**config.mk**
```make
export PLATFORM = sky130hd
export DESIGN_NAME = sdcmd_issuer
export DESIGN_NICKNAME = d
export VERILOG_FILES = /design/src/rtl/sdcmd_pkg.sv /design/src/rtl/sdcmd_regs.sv /design/src/rtl/sdcmd_decode.sv /design/src/rtl/sdcmd_timer.sv /design/src/rtl/sdcmd_issuer.sv
export SDC_FILE = /design/constraint.sdc
export NUM_CORES = 1
export LEC_CHECK = 0
export BUFFER_PORTS_ARGS = -buffer_cell sky130_fd_sc_hd__buf_2
export CAP_MARGIN = 0
export CORE_MARGIN = 5
export CORE_UTILIZATION = 40
export CTS_CLUSTER_DIAMETER = 60
export DETAILED_ROUTE_END_ITERATION = 8
export PLACE_DENSITY = 0.69
export SKIP_CTS_REPAIR_TIMING = 1
export SLEW_MARGIN = 20
export SYNTH_ARGS = -nofsm -noshare
export SYNTH_HDL_FRONTEND = slang
export SYNTH_HIERARCHICAL = 1
export SYNTH_SLANG_ARGS = --single-unit
```
**constraint.sdc**
```tcl
create_clock -name clk -period 2.2 [get_ports clk]
set_clock_uncertainty 0.1 [all_clocks]
set_input_delay 0.22 -clock clk [delete_from_list [all_inputs] [get_ports clk]]
set_output_delay 0.22 -clock clk [all_outputs]
set_load 0.005 [all_outputs]
```
**src/rtl/sdcmd_pkg.sv**
```systemverilog
package sdcmd_pkg;

    typedef enum logic [2:0] {
        MD_NORMAL = 3'd0,
        MD_NOP    = 3'd1,
        MD_PREALL = 3'd2,
        MD_LMR    = 3'd3,
        MD_REF    = 3'd4,
        MD_ELMR   = 3'd5
    } mode_e;

    typedef struct packed {
        logic cs_n;
        logic ras_n;
        logic cas_n;
        logic we_n;
    } cmd_t;

    localparam cmd_t CMD_DESEL = 4'b1111;
    localparam cmd_t CMD_NOP   = 4'b0111;
    localparam cmd_t CMD_PRE   = 4'b0010;
    localparam cmd_t CMD_REF   = 4'b0001;
    localparam cmd_t CMD_MRS   = 4'b0000;
    localparam cmd_t CMD_WRITE = 4'b0100;

    typedef enum logic [1:0] {
        TS_IDLE = 2'd0,
        TS_CMD  = 2'd1,
        TS_WAIT = 2'd2
    } tstate_e;

    function automatic logic mode_known(input logic [2:0] v);
        return v <= 3'd5;
    endfunction

endpackage

```
**src/rtl/sdcmd_regs.sv**
```systemverilog
module sdcmd_regs
    import sdcmd_pkg::*;
#(
    parameter int TW = 4
) (
    input  logic            clk,
    input  logic            rst,
    input  logic            mode_wr,
    input  logic [2:0]      mode_val,
    input  logic            cfg_wr,
    input  logic [3*TW-1:0] cfg_data,
    output mode_e           mode_q,
    output logic [TW-1:0]   trp,
    output logic [TW-1:0]   trfc,
    output logic [TW-1:0]   twr
);

    always_ff @(posedge clk) begin
        if (rst) begin
            mode_q <= MD_NORMAL;
        end else if (mode_wr && mode_known(mode_val)) begin
            mode_q <= mode_e'(mode_val);
        end
    end

    always_ff @(posedge clk) begin
        if (rst) begin
            trp  <= '1;
            trfc <= '1;
            twr  <= '1;
        end else if (cfg_wr) begin
            trp  <= cfg_data[TW-1:0];
            trfc <= cfg_data[2*TW-1:TW];
            twr  <= cfg_data[3*TW-1:2*TW];
        end
    end

endmodule

```
**src/rtl/sdcmd_decode.sv**
```systemverilog
module sdcmd_decode
    import sdcmd_pkg::*;
#(
    parameter int SA_W    = 13,
    parameter int BA_W    = 2,
    parameter int DATA_W  = 16,
    parameter int TW      = 4,
    parameter int AP_BIT  = 10,
    parameter int MRD_CYC = 2
) (
    input  mode_e                 mode_q,
    input  logic [SA_W+BA_W-1:0]  haddr,
    input  logic [DATA_W-1:0]     hdata,
    input  logic [TW-1:0]         trp,
    input  logic [TW-1:0]         trfc,
    input  logic [TW-1:0]         twr,
    output cmd_t                  cmd,
    output logic [SA_W-1:0]       addr,
    output logic [BA_W-1:0]       ba,
    output logic [DATA_W-1:0]     dq,
    output logic                  oe,
    output logic [TW-1:0]         wait_cyc
);

    localparam logic [TW-1:0] MRD_W = TW'(MRD_CYC);

    logic [SA_W-1:0] row_part;
    logic [BA_W-1:0] bank_part;

    assign row_part  = haddr[SA_W-1:0];
    assign bank_part = haddr[SA_W+BA_W-1:SA_W];

    always_comb begin
        cmd      = CMD_NOP;
        addr     = '0;
        ba       = '0;
        dq       = '0;
        oe       = 1'b0;
        wait_cyc = '0;
        unique case (mode_q)
            MD_NORMAL: begin
                cmd      = CMD_WRITE;
                addr     = row_part;
                ba       = bank_part;
                dq       = hdata;
                oe       = 1'b1;
                wait_cyc = twr;
            end
            MD_NOP: begin
                cmd = CMD_NOP;
            end
            MD_PREALL: begin
                cmd          = CMD_PRE;
                addr[AP_BIT] = 1'b1;
                wait_cyc     = trp;
            end
            MD_REF: begin
                cmd      = CMD_REF;
                wait_cyc = trfc;
            end
            MD_LMR, MD_ELMR: begin
                cmd      = CMD_MRS;
                addr     = row_part;
                ba       = bank_part;
                wait_cyc = MRD_W;
            end
            default: cmd = CMD_NOP;
        endcase
    end

endmodule

```
**src/rtl/sdcmd_timer.sv**
```systemverilog
module sdcmd_timer
    import sdcmd_pkg::*;
#(
    parameter int TW = 4
) (
    input  logic          clk,
    input  logic          rst,
    input  logic          accept,
    input  logic [TW-1:0] wait_in,
    output logic          busy
);

    tstate_e       st;
    logic [TW-1:0] cnt;

    always_ff @(posedge clk) begin
        if (rst) begin
            st  <= TS_IDLE;
            cnt <= '0;
        end else begin
            unique case (st)
                TS_IDLE: if (accept) begin
                    st  <= TS_CMD;
                    cnt <= wait_in;
                end
                TS_CMD: st <= (cnt == '0) ? TS_IDLE : TS_WAIT;
                TS_WAIT: begin
                    cnt <= cnt - 1'b1;
                    if (cnt == TW'(1)) st <= TS_IDLE;
                end
                default: st <= TS_IDLE;
            endcase
        end
    end

    assign busy = (st != TS_IDLE);

endmodule

```
**src/rtl/sdcmd_issuer.sv**
```systemverilog
module sdcmd_issuer
    import sdcmd_pkg::*;
#(
    parameter int SA_W    = 13,
    parameter int BA_W    = 2,
    parameter int DATA_W  = 16,
    parameter int TW      = 4,
    parameter int AP_BIT  = 10,
    parameter int MRD_CYC = 2
) (
    input  logic                  clk,
    input  logic                  rst,
    input  logic                  mode_wr,
    input  logic [2:0]            mode_val,
    input  logic                  cfg_wr,
    input  logic [3*TW-1:0]       cfg_data,
    input  logic                  hwr,
    input  logic [SA_W+BA_W-1:0]  haddr,
    input  logic [DATA_W-1:0]     hdata,
    output logic                  hready,
    output logic                  sd_cs_n,
    output logic                  sd_ras_n,
    output logic                  sd_cas_n,
    output logic                  sd_we_n,
    output logic [SA_W-1:0]       sd_addr,
    output logic [BA_W-1:0]       sd_ba,
    output logic [DATA_W-1:0]     sd_dq,
    output logic                  sd_dq_oe
);

    mode_e           mode_q;
    logic [TW-1:0]   trp, trfc, twr, wait_cyc;
    cmd_t            nxt_cmd, cmd_q;
    logic [SA_W-1:0] nxt_addr;
    logic [BA_W-1:0] nxt_ba;
    logic [DATA_W-1:0] nxt_dq;
    logic            nxt_oe;
    logic            busy, accept;

    sdcmd_regs #(.TW(TW)) u_regs (
        .clk(clk), .rst(rst),
        .mode_wr(mode_wr), .mode_val(mode_val),
        .cfg_wr(cfg_wr), .cfg_data(cfg_data),
        .mode_q(mode_q), .trp(trp), .trfc(trfc), .twr(twr)
    );

    sdcmd_decode #(
        .SA_W(SA_W), .BA_W(BA_W), .DATA_W(DATA_W),
        .TW(TW), .AP_BIT(AP_BIT), .MRD_CYC(MRD_CYC)
    ) u_dec (
        .mode_q(mode_q), .haddr(haddr), .hdata(hdata),
        .trp(trp), .trfc(trfc), .twr(twr),
        .cmd(nxt_cmd), .addr(nxt_addr), .ba(nxt_ba),
        .dq(nxt_dq), .oe(nxt_oe), .wait_cyc(wait_cyc)
    );

    sdcmd_timer #(.TW(TW)) u_tmr (
        .clk(clk), .rst(rst),
        .accept(accept), .wait_in(wait_cyc), .busy(busy)
    );

    assign hready = !busy;
    assign accept = hwr && !busy;

    // Pin stage: one cycle of command after an accept, deselect otherwise.
    always_ff @(posedge clk) begin
        if (rst || !accept) begin
            cmd_q    <= CMD_DESEL;
            sd_addr  <= '0;
            sd_ba    <= '0;
            sd_dq    <= '0;
            sd_dq_oe <= 1'b0;
        end else begin
            cmd_q    <= nxt_cmd;
            sd_addr  <= nxt_addr;
            sd_ba    <= nxt_ba;
            sd_dq    <= nxt_dq;
            sd_dq_oe <= nxt_oe;
        end
    end

    assign sd_cs_n  = cmd_q.cs_n;
    assign sd_ras_n = cmd_q.ras_n;
    assign sd_cas_n = cmd_q.cas_n;
    assign sd_we_n  = cmd_q.we_n;

endmodule

```
==> flow_summary.toml <==
[worst_setup_path]
endpoint_kind = "flip-flop"
r2r-start = "u_regs/mode_q[2]"
rr_worst_depth = 3
critical_path_class = "reg2reg"
crit_fanout = 17
worstSetupEndpoint = "sd_dq[5]"
startpoint_type = "flip-flop"
max_stage_delay_ns = 0.73
crit_path_start = "u_regs/mode_q[2]"
slowest_stage = "nor3_2"
cp.required_ns = 2.37
crit_arrival_ns = 1.98
ff2ff_setup_slack_ns = 0.39
timing.rr.end = "sd_dq[5]"
crit_chain = "nor3_2 > and2_1 > and4bb_2"

[power_and_ir_drop]
pwr-share-comb = 0.162
p_int_mw = 2.08
power_frac_seq = 0.421
power_frac_clock = 0.417
p_sw_frac = 0.240
p_sw_uw = 657
power.density_nw_per_um2 = 831
power_mw = 2.74
leakagePower_nw = 1.51
vdd_drop_max_v = 0.000459

[grt]
overflow = 0
grtUsageTotal = 0.140
grt_pass1_vias = 2016
antenna_found_initial = 0
grt_pass1_wl_um = 9530
grt_start_max_net_pins = 47

[clock_network]
htree_levels = 3
ctsRootBufferMaster = "clkbuf_8"
clk_latency_ns = 0.33
tritoncts = "yes"
cts_buffers = 9
clkTransAtPathRegs_ns = 0.07
cts.sinks = 57
max-clock-path-buffers = 2

[logic_synthesis]
syn-cell-area_um2 = 2580
ys_ff_latch = 57
yosysWarnings = 6
yosysUniqueCellTypes = 42
syn_inst = 243
yosysTopAreaCell = "dfxtp_1"
synth_area_per_cell_um2 = 10.6
synth_top_area_frac = 0.441
ys_seq_area_frac = 0.441
synth_area_leaders = "dfxtp_1 (44%), and4bb_2 (15%), mux2i_1 (5.4%)"
synth_nets = 296

[route]
detail_route.first_pass.iterations = 4
routed_wl_um = 5730
vias = 2049
drc = 0
drtIter0Drc = 88
wl_per_cell_um = 13.9
detail-route-antenna-nets = 0
viasPerCell = 4.99

[cells_and_area]
fin_util = 0.522
diodes = 0
layout_commonest_cell = "buf_2"
layout_common_cells = "buf_2 (87), dfxtp_1 (57), and4bb_2 (32), and2_1 (20)"
syn2layout_area_growth_pct = 27.4
drive_gt1_frac = 0.470
nets = 382
design_area_um2 = 3290

[timing]
finalHoldViolations = 0
drv_slew = 0
rsz0062_at_grt = "false"
fin_tns_setup_ns = 0
setup_viol = 0
worst_slew_pin_slew_ns = 0.780
timing.fmax_mhz = 554
slew_headroom = 0.477
period_needed_ns = 1.81
fin_crit_sh = 0.821
whs_ns = 0.00469

[die]
ioPinCount = 88
core_um2 = 6310
die_area_um2 = 8170
dieHeight_um = 90.4
start_util = 0.409
die_x_um = 90.4
rows = 29

[min_path]
whs_path_depth = 3
hold_class = "in2reg"

[flow_run]
max_cap_viol_count = 0

[placement]
port_buffers = 87
post_dp_cell_area_um2 = 3030
gp_routability_congestion = 0.809
hpwlAfterDp_um = 3900

[run_status]
run_status = "finished clean"
synthesized netlist by cell type (all sizes together):
master  instances
dfxtp          57
and4bb         32
and2           30
mux2i          15
nand2          14
a211oi         10
buf            10
nand2b         10
clkbuf          9
inv             7
nor2b           7
a21oi           5
nor2            4
or4b            4
ha              2
nor3            2
o21ai           2
o21ba           2
or3             2
xnor2           2
a21boi          1
a21o            1
a221oi          1
a31oi           1
a32oi           1
conb            1
nand3           1
nor3b           1
o211a           1
o211ai          1
o21bai          1
o221a           1
o22ai           1
or2             1
or2b            1
or3b            1
xor2            1
cells by family after synthesis:
| logic type | after synthesis | synth area share |
|---|---|---|
| simple gates | 110 | 0.339 |
| flops | 57 | 0.441 |
| compound gates | 29 | 0.0818 |
| buf+inv | 26 | 0.0566 |
| mux | 15 | 0.0595 |
| xor+xnor | 3 | 0.0102 |
| fa+ha+maj | 2 | 0.00968 |
| other cells | 1 | 0.00145 |
critical path, delay by kind of cell (launching register included):
family,cells,cell delay (ns)
flops,1,0.49
simple gates,3,1.16
state kept, by name (all words and copies together), names as in the netlist, 3 cells and up:
name           flops
u_regs/mode_q      3
sd_dq             16
u_regs/twr         4
u_tmr/cnt          4
u_regs/trp         4
sd_addr           13
u_regs/trfc        4
final cells by class:
type,count,area (µm²)
flip-flops and latches,57,1140
multi-input cells,160,1300
well taps,77,96.3
inverters,7,26.3
fillers,599,3020
clock buffers,12,165
clock inverters,4,73.8
repair buffers,94,493
power groups by stage:
stage	sequential [mW]	clock [mW]	combinational, mW
after global routing	1.16	1.22	0.496
after detailed placement	1.17	0	0.446
after CTS	1.15	1.17	0.448
final	1.15	1.14	0.444
after floorplan	1.16	0	0.318
after global placement	1.17	0	0.438
routing by layer:
metal  global-route usage  vias up  wire length (µm)
met4               0.0509        0                71
li1                     -     1032                 -
met2                0.235       61              2820
met5                    0        -                 0
met1                0.162      946              2450
met3               0.0508       10               385
worst min-delay path by stage:
stage / slack [ns] / from / endpoint
floorplan: 0.19 / rst / u_tmr/cnt[3]
global placement: 0.33 / cfg_data[8] / u_regs/twr[0]
detailed placement: 0.34 / cfg_data[11] / u_regs/twr[3]
CTS: -0.007 / cfg_data[11] / u_regs/twr[3]
global route: 0.002 / cfg_data[9] / u_regs/twr[1]
finish: 0.005 / cfg_data[2] / u_regs/trp[2]
metrics by stage:
stage	setup slack [ns]	cells
finish	0.394	411
global route	0.163	411
CTS	0.309	409
detailed placement	0.336	393
global placement	0.400	393
floorplan	0.274	243
(Power assumes the default switching activity.)
